==> src/rtl/lpc_tgt_pkg.sv <==
package lpc_tgt_pkg;

  localparam int NIB_W      = 4;
  localparam int BUS_ADDR_W = 32;
  localparam int ADDR_NIBS  = BUS_ADDR_W / NIB_W;
  localparam int CNT_W      = $clog2(ADDR_NIBS);

  localparam logic [NIB_W-1:0] NIB_START  = 4'b0000;
  localparam logic [2:0]       CT_MEM_RD  = 3'b010;
  localparam logic [2:0]       CT_MEM_WR  = 3'b011;
  localparam logic [NIB_W-1:0] SYNC_READY = 4'b0000;
  localparam logic [NIB_W-1:0] SYNC_LWAIT = 4'b0110;

  typedef enum logic [3:0] {
    ST_IDLE,
    ST_CTYPE,
    ST_ADDR,
    ST_RTAR1,
    ST_RTAR2,
    ST_RSYNC,
    ST_RDLO,
    ST_RDHI,
    ST_WDLO,
    ST_WDHI,
    ST_WTAR1,
    ST_WTAR2,
    ST_WSYNC
  } lpc_state_e;

  function automatic logic is_sync(lpc_state_e s);
    return (s == ST_RSYNC) || (s == ST_WSYNC);
  endfunction

  function automatic logic target_drives(lpc_state_e s);
    return is_sync(s) || (s == ST_RDLO) || (s == ST_RDHI);
  endfunction

endpackage

==> src/rtl/lpc_win_decode.sv <==
module lpc_win_decode #(
  parameter int          ARR_W      = 19,
  parameter int          ID_W       = 3,
  parameter logic [31:0] GPI_BASE   = 32'hFFB0_E100,
  parameter int          GPI_ID_LSB = 16
) (
  input  logic [31:0]     addr,
  input  logic [ID_W-1:0] id,
  output logic            hit_mem,
  output logic            hit_gpi
);

  localparam int TOP_W = 32 - ARR_W - ID_W;

  function automatic logic mem_match(logic [31:0] a, logic [ID_W-1:0] s);
    return (&a[31 -: TOP_W]) && (a[ARR_W +: ID_W] == ~s);
  endfunction

  function automatic logic [31:0] gpi_addr(logic [ID_W-1:0] s);
    return GPI_BASE | ({{(32-ID_W){1'b0}}, s} << GPI_ID_LSB);
  endfunction

  always_comb begin
    hit_mem = mem_match(addr, id);
    hit_gpi = (addr == gpi_addr(id));
  end

endmodule

==> src/rtl/lpc_cycle_fsm.sv <==
module lpc_cycle_fsm
  import lpc_tgt_pkg::*;
#(
  parameter int ARR_W = 19,
  parameter int GPI_W = 5
) (
  input  logic              clk,
  input  logic              rst_n,
  input  logic              frame_n,
  input  logic [NIB_W-1:0]  lad_in,
  input  logic              hit_mem,
  input  logic              hit_gpi,
  input  logic [GPI_W-1:0]  gpi,
  input  logic [7:0]        mem_rdata,
  input  logic              mem_busy,
  output lpc_state_e        state_o,
  output logic [31:0]       addr_full_o,
  output logic [ARR_W-1:0]  arr_addr_o,
  output logic [7:0]        data_o,
  output logic              sel_mem_o
);

  localparam logic [CNT_W-1:0] LAST_NIB = CNT_W'(ADDR_NIBS - 1);
  localparam int               SHIFT_W  = BUS_ADDR_W - NIB_W;

  lpc_state_e         state_q;
  logic [CNT_W-1:0]   nib_q;
  logic [SHIFT_W-1:0] addr_q;
  logic [7:0]         data_q;
  logic               wr_q;
  logic               sel_mem_q;
  logic [7:0]         gpi_byte;

  assign gpi_byte    = {{(8-GPI_W){1'b0}}, gpi};
  assign addr_full_o = {addr_q, lad_in};

  always_ff @(posedge clk) begin
    if (!rst_n) begin
      state_q   <= ST_IDLE;
      nib_q     <= '0;
      addr_q    <= '0;
      data_q    <= '0;
      wr_q      <= 1'b0;
      sel_mem_q <= 1'b0;
    end else if (!frame_n) begin
      state_q <= (lad_in == NIB_START) ? ST_CTYPE : ST_IDLE;
    end else begin
      unique case (state_q)
        ST_IDLE: state_q <= ST_IDLE;
        ST_CTYPE: begin
          nib_q <= '0;
          if (lad_in[3:1] == CT_MEM_RD) begin
            wr_q    <= 1'b0;
            state_q <= ST_ADDR;
          end else if (lad_in[3:1] == CT_MEM_WR) begin
            wr_q    <= 1'b1;
            state_q <= ST_ADDR;
          end else begin
            state_q <= ST_IDLE;
          end
        end
        ST_ADDR: begin
          addr_q <= {addr_q[SHIFT_W-NIB_W-1:0], lad_in};
          nib_q  <= nib_q + 1'b1;
          if (nib_q == LAST_NIB) begin
            if (hit_mem || hit_gpi) begin
              sel_mem_q <= hit_mem;
              state_q   <= wr_q ? ST_WDLO : ST_RTAR1;
            end else begin
              state_q <= ST_IDLE;
            end
          end
        end
        ST_RTAR1: state_q <= ST_RTAR2;
        ST_RTAR2: state_q <= ST_RSYNC;
        ST_RSYNC: begin
          if (!sel_mem_q || !mem_busy) begin
            data_q  <= sel_mem_q ? mem_rdata : gpi_byte;
            state_q <= ST_RDLO;
          end
        end
        ST_RDLO: state_q <= ST_RDHI;
        ST_RDHI: state_q <= ST_IDLE;
        ST_WDLO: begin
          data_q[3:0] <= lad_in;
          state_q     <= ST_WDHI;
        end
        ST_WDHI: begin
          data_q[7:4] <= lad_in;
          state_q     <= ST_WTAR1;
        end
        ST_WTAR1: state_q <= ST_WTAR2;
        ST_WTAR2: state_q <= ST_WSYNC;
        ST_WSYNC: begin
          if (!sel_mem_q || !mem_busy) state_q <= ST_IDLE;
        end
        default: state_q <= ST_IDLE;
      endcase
    end
  end

  assign state_o    = state_q;
  assign arr_addr_o = addr_q[ARR_W-1:0];
  assign data_o     = data_q;
  assign sel_mem_o  = sel_mem_q;

endmodule

==> src/rtl/lpc_lad_drive.sv <==
module lpc_lad_drive
  import lpc_tgt_pkg::*;
(
  input  lpc_state_e       state,
  input  logic [7:0]       data,
  input  logic             sel_mem,
  input  logic             mem_busy,
  output logic [NIB_W-1:0] lad_out,
  output logic             lad_oe,
  output logic             in_sync,
  output logic             sync_wait
);

  always_comb begin
    in_sync   = is_sync(state);
    sync_wait = in_sync && sel_mem && mem_busy;
    lad_oe    = target_drives(state);
    unique case (state)
      ST_RSYNC, ST_WSYNC: lad_out = sync_wait ? SYNC_LWAIT : SYNC_READY;
      ST_RDLO:            lad_out = data[3:0];
      ST_RDHI:            lad_out = data[7:4];
      default:            lad_out = '0;
    endcase
  end

endmodule

==> src/rtl/lpc_mem_target.sv <==
module lpc_mem_target
  import lpc_tgt_pkg::*;
#(
  parameter int ARR_W = 19,
  parameter int ID_W  = 3,
  parameter int GPI_W = 5
) (
  input  logic             clk,
  input  logic             rst_n,
  input  logic [ID_W-1:0]  id_strap,
  input  logic [GPI_W-1:0] gpi,
  input  logic             frame_n,
  input  logic [3:0]       lad_in,
  output logic [3:0]       lad_out,
  output logic             lad_oe,
  output logic [ARR_W-1:0] mem_addr,
  output logic             mem_re,
  output logic             mem_we,
  output logic [7:0]       mem_wdata,
  input  logic [7:0]       mem_rdata,
  input  logic             mem_busy
);

  lpc_state_e  state;
  logic [31:0] addr_full;
  logic [7:0]  data;
  logic        sel_mem;
  logic        hit_mem;
  logic        hit_gpi;
  logic        in_sync;
  logic        sync_wait;

  lpc_win_decode #(.ARR_W(ARR_W), .ID_W(ID_W)) u_decode (
    .addr    (addr_full),
    .id      (id_strap),
    .hit_mem (hit_mem),
    .hit_gpi (hit_gpi)
  );

  lpc_cycle_fsm #(.ARR_W(ARR_W), .GPI_W(GPI_W)) u_fsm (
    .clk         (clk),
    .rst_n       (rst_n),
    .frame_n     (frame_n),
    .lad_in      (lad_in),
    .hit_mem     (hit_mem),
    .hit_gpi     (hit_gpi),
    .gpi         (gpi),
    .mem_rdata   (mem_rdata),
    .mem_busy    (mem_busy),
    .state_o     (state),
    .addr_full_o (addr_full),
    .arr_addr_o  (mem_addr),
    .data_o      (data),
    .sel_mem_o   (sel_mem)
  );

  lpc_lad_drive u_drive (
    .state     (state),
    .data      (data),
    .sel_mem   (sel_mem),
    .mem_busy  (mem_busy),
    .lad_out   (lad_out),
    .lad_oe    (lad_oe),
    .in_sync   (in_sync),
    .sync_wait (sync_wait)
  );

  // Array strobes: read held over the sync clocks, write for the clock after the high nibble.
  assign mem_re    = (state == ST_RSYNC) && sel_mem;
  assign mem_we    = (state == ST_WTAR1) && sel_mem;
  assign mem_wdata = data;

endmodule

==> config.mk <==
export PLATFORM = sky130hd
export DESIGN_NAME = lpc_mem_target
export DESIGN_NICKNAME = d
export VERILOG_FILES = /design/src/rtl/lpc_tgt_pkg.sv /design/src/rtl/lpc_win_decode.sv /design/src/rtl/lpc_cycle_fsm.sv /design/src/rtl/lpc_lad_drive.sv /design/src/rtl/lpc_mem_target.sv
export SDC_FILE = /design/constraint.sdc
export NUM_CORES = 1
export LEC_CHECK = 0
export BUFFER_PORTS_ARGS = -buffer_cell sky130_fd_sc_hd__buf_2
export CORE_UTILIZATION = 47
export CTS_CLUSTER_SIZE = 12
export DETAILED_ROUTE_END_ITERATION = 6
export HOLD_SLACK_MARGIN = 0.05
export PLACE_DENSITY = 0.8
export REMOVE_ABC_BUFFERS = 1
export SLEW_MARGIN = 20
export SYNTH_ARGS = -nofsm -noshare
export SYNTH_HDL_FRONTEND = slang
export SYNTH_HIERARCHICAL = 1
export SYNTH_SLANG_ARGS = --single-unit
==> constraint.sdc <==
create_clock -name clk -period 2.9 [get_ports clk]
set_clock_uncertainty 0.15 [all_clocks]
set_input_delay 0.58 -clock clk [delete_from_list [all_inputs] [get_ports clk]]
set_output_delay 0.58 -clock clk [all_outputs]
set_load 0.03 [all_outputs]
==> flow_summary_export.csv <==
group,metric,value,unit
pwr,switching_share,0.250,
pwr,clock_power_frac,0.372,
pwr,pwr_cell_area,393,nW/um^2
critical_path,timing.setup.critical_path_class,"register to primary output",
global_route,largest_net_degree_at_the_start_of_global_routing,37,
timing,relSlewSlack,0.419,
yosys,syn_area_per_cell,8.16,um^2
critical_path,crit_path_max_fo,21,
clock_network,cts_buffers,5,
timing,timing_worst_slew_pin_value,870,ps
clock_network,clk_latency,300,ps
route,vias,2280,
clock_network,cts_max_path_buffers,2,
route,vias_per_cell,5.57,
flow_run,max-cap-violations,0,
die,std_cell_rows,26,
timing,slew_viol_final,0,
clock_network,holdBufCountCts,0,
route,wire_per_inst,13.8,um
critical_path,worstPathRequired,2170,ps
layout,layout-drive-gt1-share,0.236,
layout,final_nets,364,
global_route,gr-max-usage-layer,"met2",
route,drt-pass1-iter-count,4,
clock_network,postCtsResizedCells,0,
die,core,5170,um^2
timing,timing_hold_violations_final,0,
global_route,met2_usage,0.318,
timing,rsz_0062_raised_after_global_routing,"false",
die,dieArea,5740,um^2
placement,gp_routability_congestion,0.838,
clock_network,clock-sinks,45,
pwr,p_switching,0.272,mW
global_route,grt-ovfl-total,0,
clock_network,cts_tree,"done",
placement,io_buffer_count,57,
yosys,post_synth_instance_area,2550,um^2
pwr,worst_ir_drop_vdd,0.000236,V
route,route.detailed.drc,0,
yosys,synthesis.yosys.warnings,6,
timing,final.setup.tns,0,ps
route,first_iter_violations,259,
critical_path,timing.critical_path.arrival,1770,ps
die,die-width,75.7,um
clock_network,path_clk_slew,90,ps
critical_path,setup.worst_path.end_class,"primary output",
layout,layout.filler_cells,483,
global_route,groute.layer.met1.usage,0.270,
die,num_io_pins,58,
layout,flow.area_growth_from_synthesis,7.98,%
clock_network,cts.repair_timing.setup_buffer_count,0,
global_route,via_count_of_the_first_global_routing_pass,1875,
layout,multi_input_area,1360,um^2
global_route,grt_use_total,0.200,
global_route,antenna_found_initial,0,
pwr,power_frac_seq,0.574,
pwr,total_leakage_power,1.06,nW
yosys,synth_cells,313,
timing,hold_slack,314,ps
placement,dp_hpwl,3980,um
global_route,grt_pass1_wl,8800,um
route,antenna_left,0,
timing,setup-violations-final,0,
layout,seq_area,901,um^2
pwr,power.combinational.fraction,0.054,
pwr,p_int,0.814,mW
layout,antennaDiodeCount,0,
timing,period_minus_slack,2500,ps
global_route,global_route_track_usage_on_met3,0.0331,
route,routed_wirelength,5620,um
timing,post-route-period-util,0.862,
clock_network,htreeDepth,2,
die,initial_core_util,0.494,
die,die_h,75.7,um
timing,fmax,400,MHz
status,run_status,"finished clean",
worst_hold_path,worst_hold_path_type,"register to register",
clock_network,root_buffer,"sky130_fd_sc_hd__clkbuf_8",
critical_path,worstSetupStartpointType,"register",
-- power groups by stage --
stage          Sequential, mW  Combinational, mW  Clock (mW)
3_3_place_gp            0.637             0.0573           0
2_1_floorplan           0.636             0.0261           0
3_5_place_dp            0.637             0.0577           0
4_1_cts                 0.623             0.0581       0.410
6_report                0.623             0.0587       0.404
5_1_grt                 0.623             0.0637       0.426
-- critical path: stages, from the launching register on --
cell,delay [ps]
sky130_fd_sc_hd__dfxtp_1,900
sky130_fd_sc_hd__xnor2_4,150
sky130_fd_sc_hd__o22ai_1,190
sky130_fd_sc_hd__buf_2,220
-- cell usage in the layout, fill, tap and decap left out, drive strengths merged, types with 2 or more instances in the layout --
cell type	count
ha	2
a2111oi	3
and2	4
nand3	2
nor2	19
clkbuf	5
or3	2
xor2	3
o31ai	3
o21ai	11
nand2	65
nor4	2
nand4	8
o211a	3
buf	60
nor2b	3
nand4b	2
nand2b	3
or4b	2
inv	5
nand3b	3
nor4b	2
nor3b	3
o2111ai	5
a22oi	2
dfxtp	45
o22ai	2
xnor2	6
mux2i	10
a21oi	36
a211oi	3
-- flip-flops by register name, summed over array words and instances (netlist names) --
| name | flops |
|---|---|
| u_fsm/addr_q | 28 |
| u_fsm/state_o | 4 |
| u_fsm/wr_q | 1 |
| u_fsm/data_o | 8 |
| u_fsm/nib_q | 3 |
| u_fsm/sel_mem_o | 1 |
-- per-layer routing --
layer | part of all wire | up-vias
li1 | - | 1129
met1 | 0.45 | 1073
met2 | 0.48 | 69
met3 | 0.047 | 9
met4 | 0.016 | 0
met5 | 0 | -
-- stage by stage --
step / worst slack [ps] / area, um^2 / power, mW / util / std cells
3_3_place_gp: 604 / 2670 / 0.695 / 0.516 / 401
2_1_floorplan: 673 / 2270 / 0.663 / - / 271
4_1_cts: 388 / 2760 / 1.09 / 0.533 / 409
5_1_grt: 276 / 2760 / 1.11 / 0.533 / 409
6_report: 399 / 2760 / 1.09 / 0.533 / 409
3_5_place_dp: 534 / 2670 / 0.695 / 0.516 / 401
-- worst paths after layout --
path              cells after the start                             to                           from  slack, ps
hold / removal                        2  u_fsm/addr_q[25]$_SDFFE_PN0P_  u_fsm/addr_q[25]$_SDFFE_PN0P_        310
setup / recovery                      3                     lad_out[2]  u_fsm/state_o[0]$_SDFFE_PN0P_        400
setup reg to reg                      4  u_fsm/state_o[1]$_SDFFE_PN0P_  u_fsm/state_o[0]$_SDFFE_PN0P_        570
hold reg to reg                       2  u_fsm/addr_q[25]$_SDFFE_PN0P_  u_fsm/addr_q[25]$_SDFFE_PN0P_        310
-- layout make-up --
type                    count  share of cell area
flip-flops and latches     45               0.327
clock inverters             3             0.00771
multi-input cells         222               0.492
clock buffers               5              0.0249
inverters                   4             0.00544
well taps                  70              0.0317
repair buffers             60               0.112
Power figures use the tool's default switching activity.
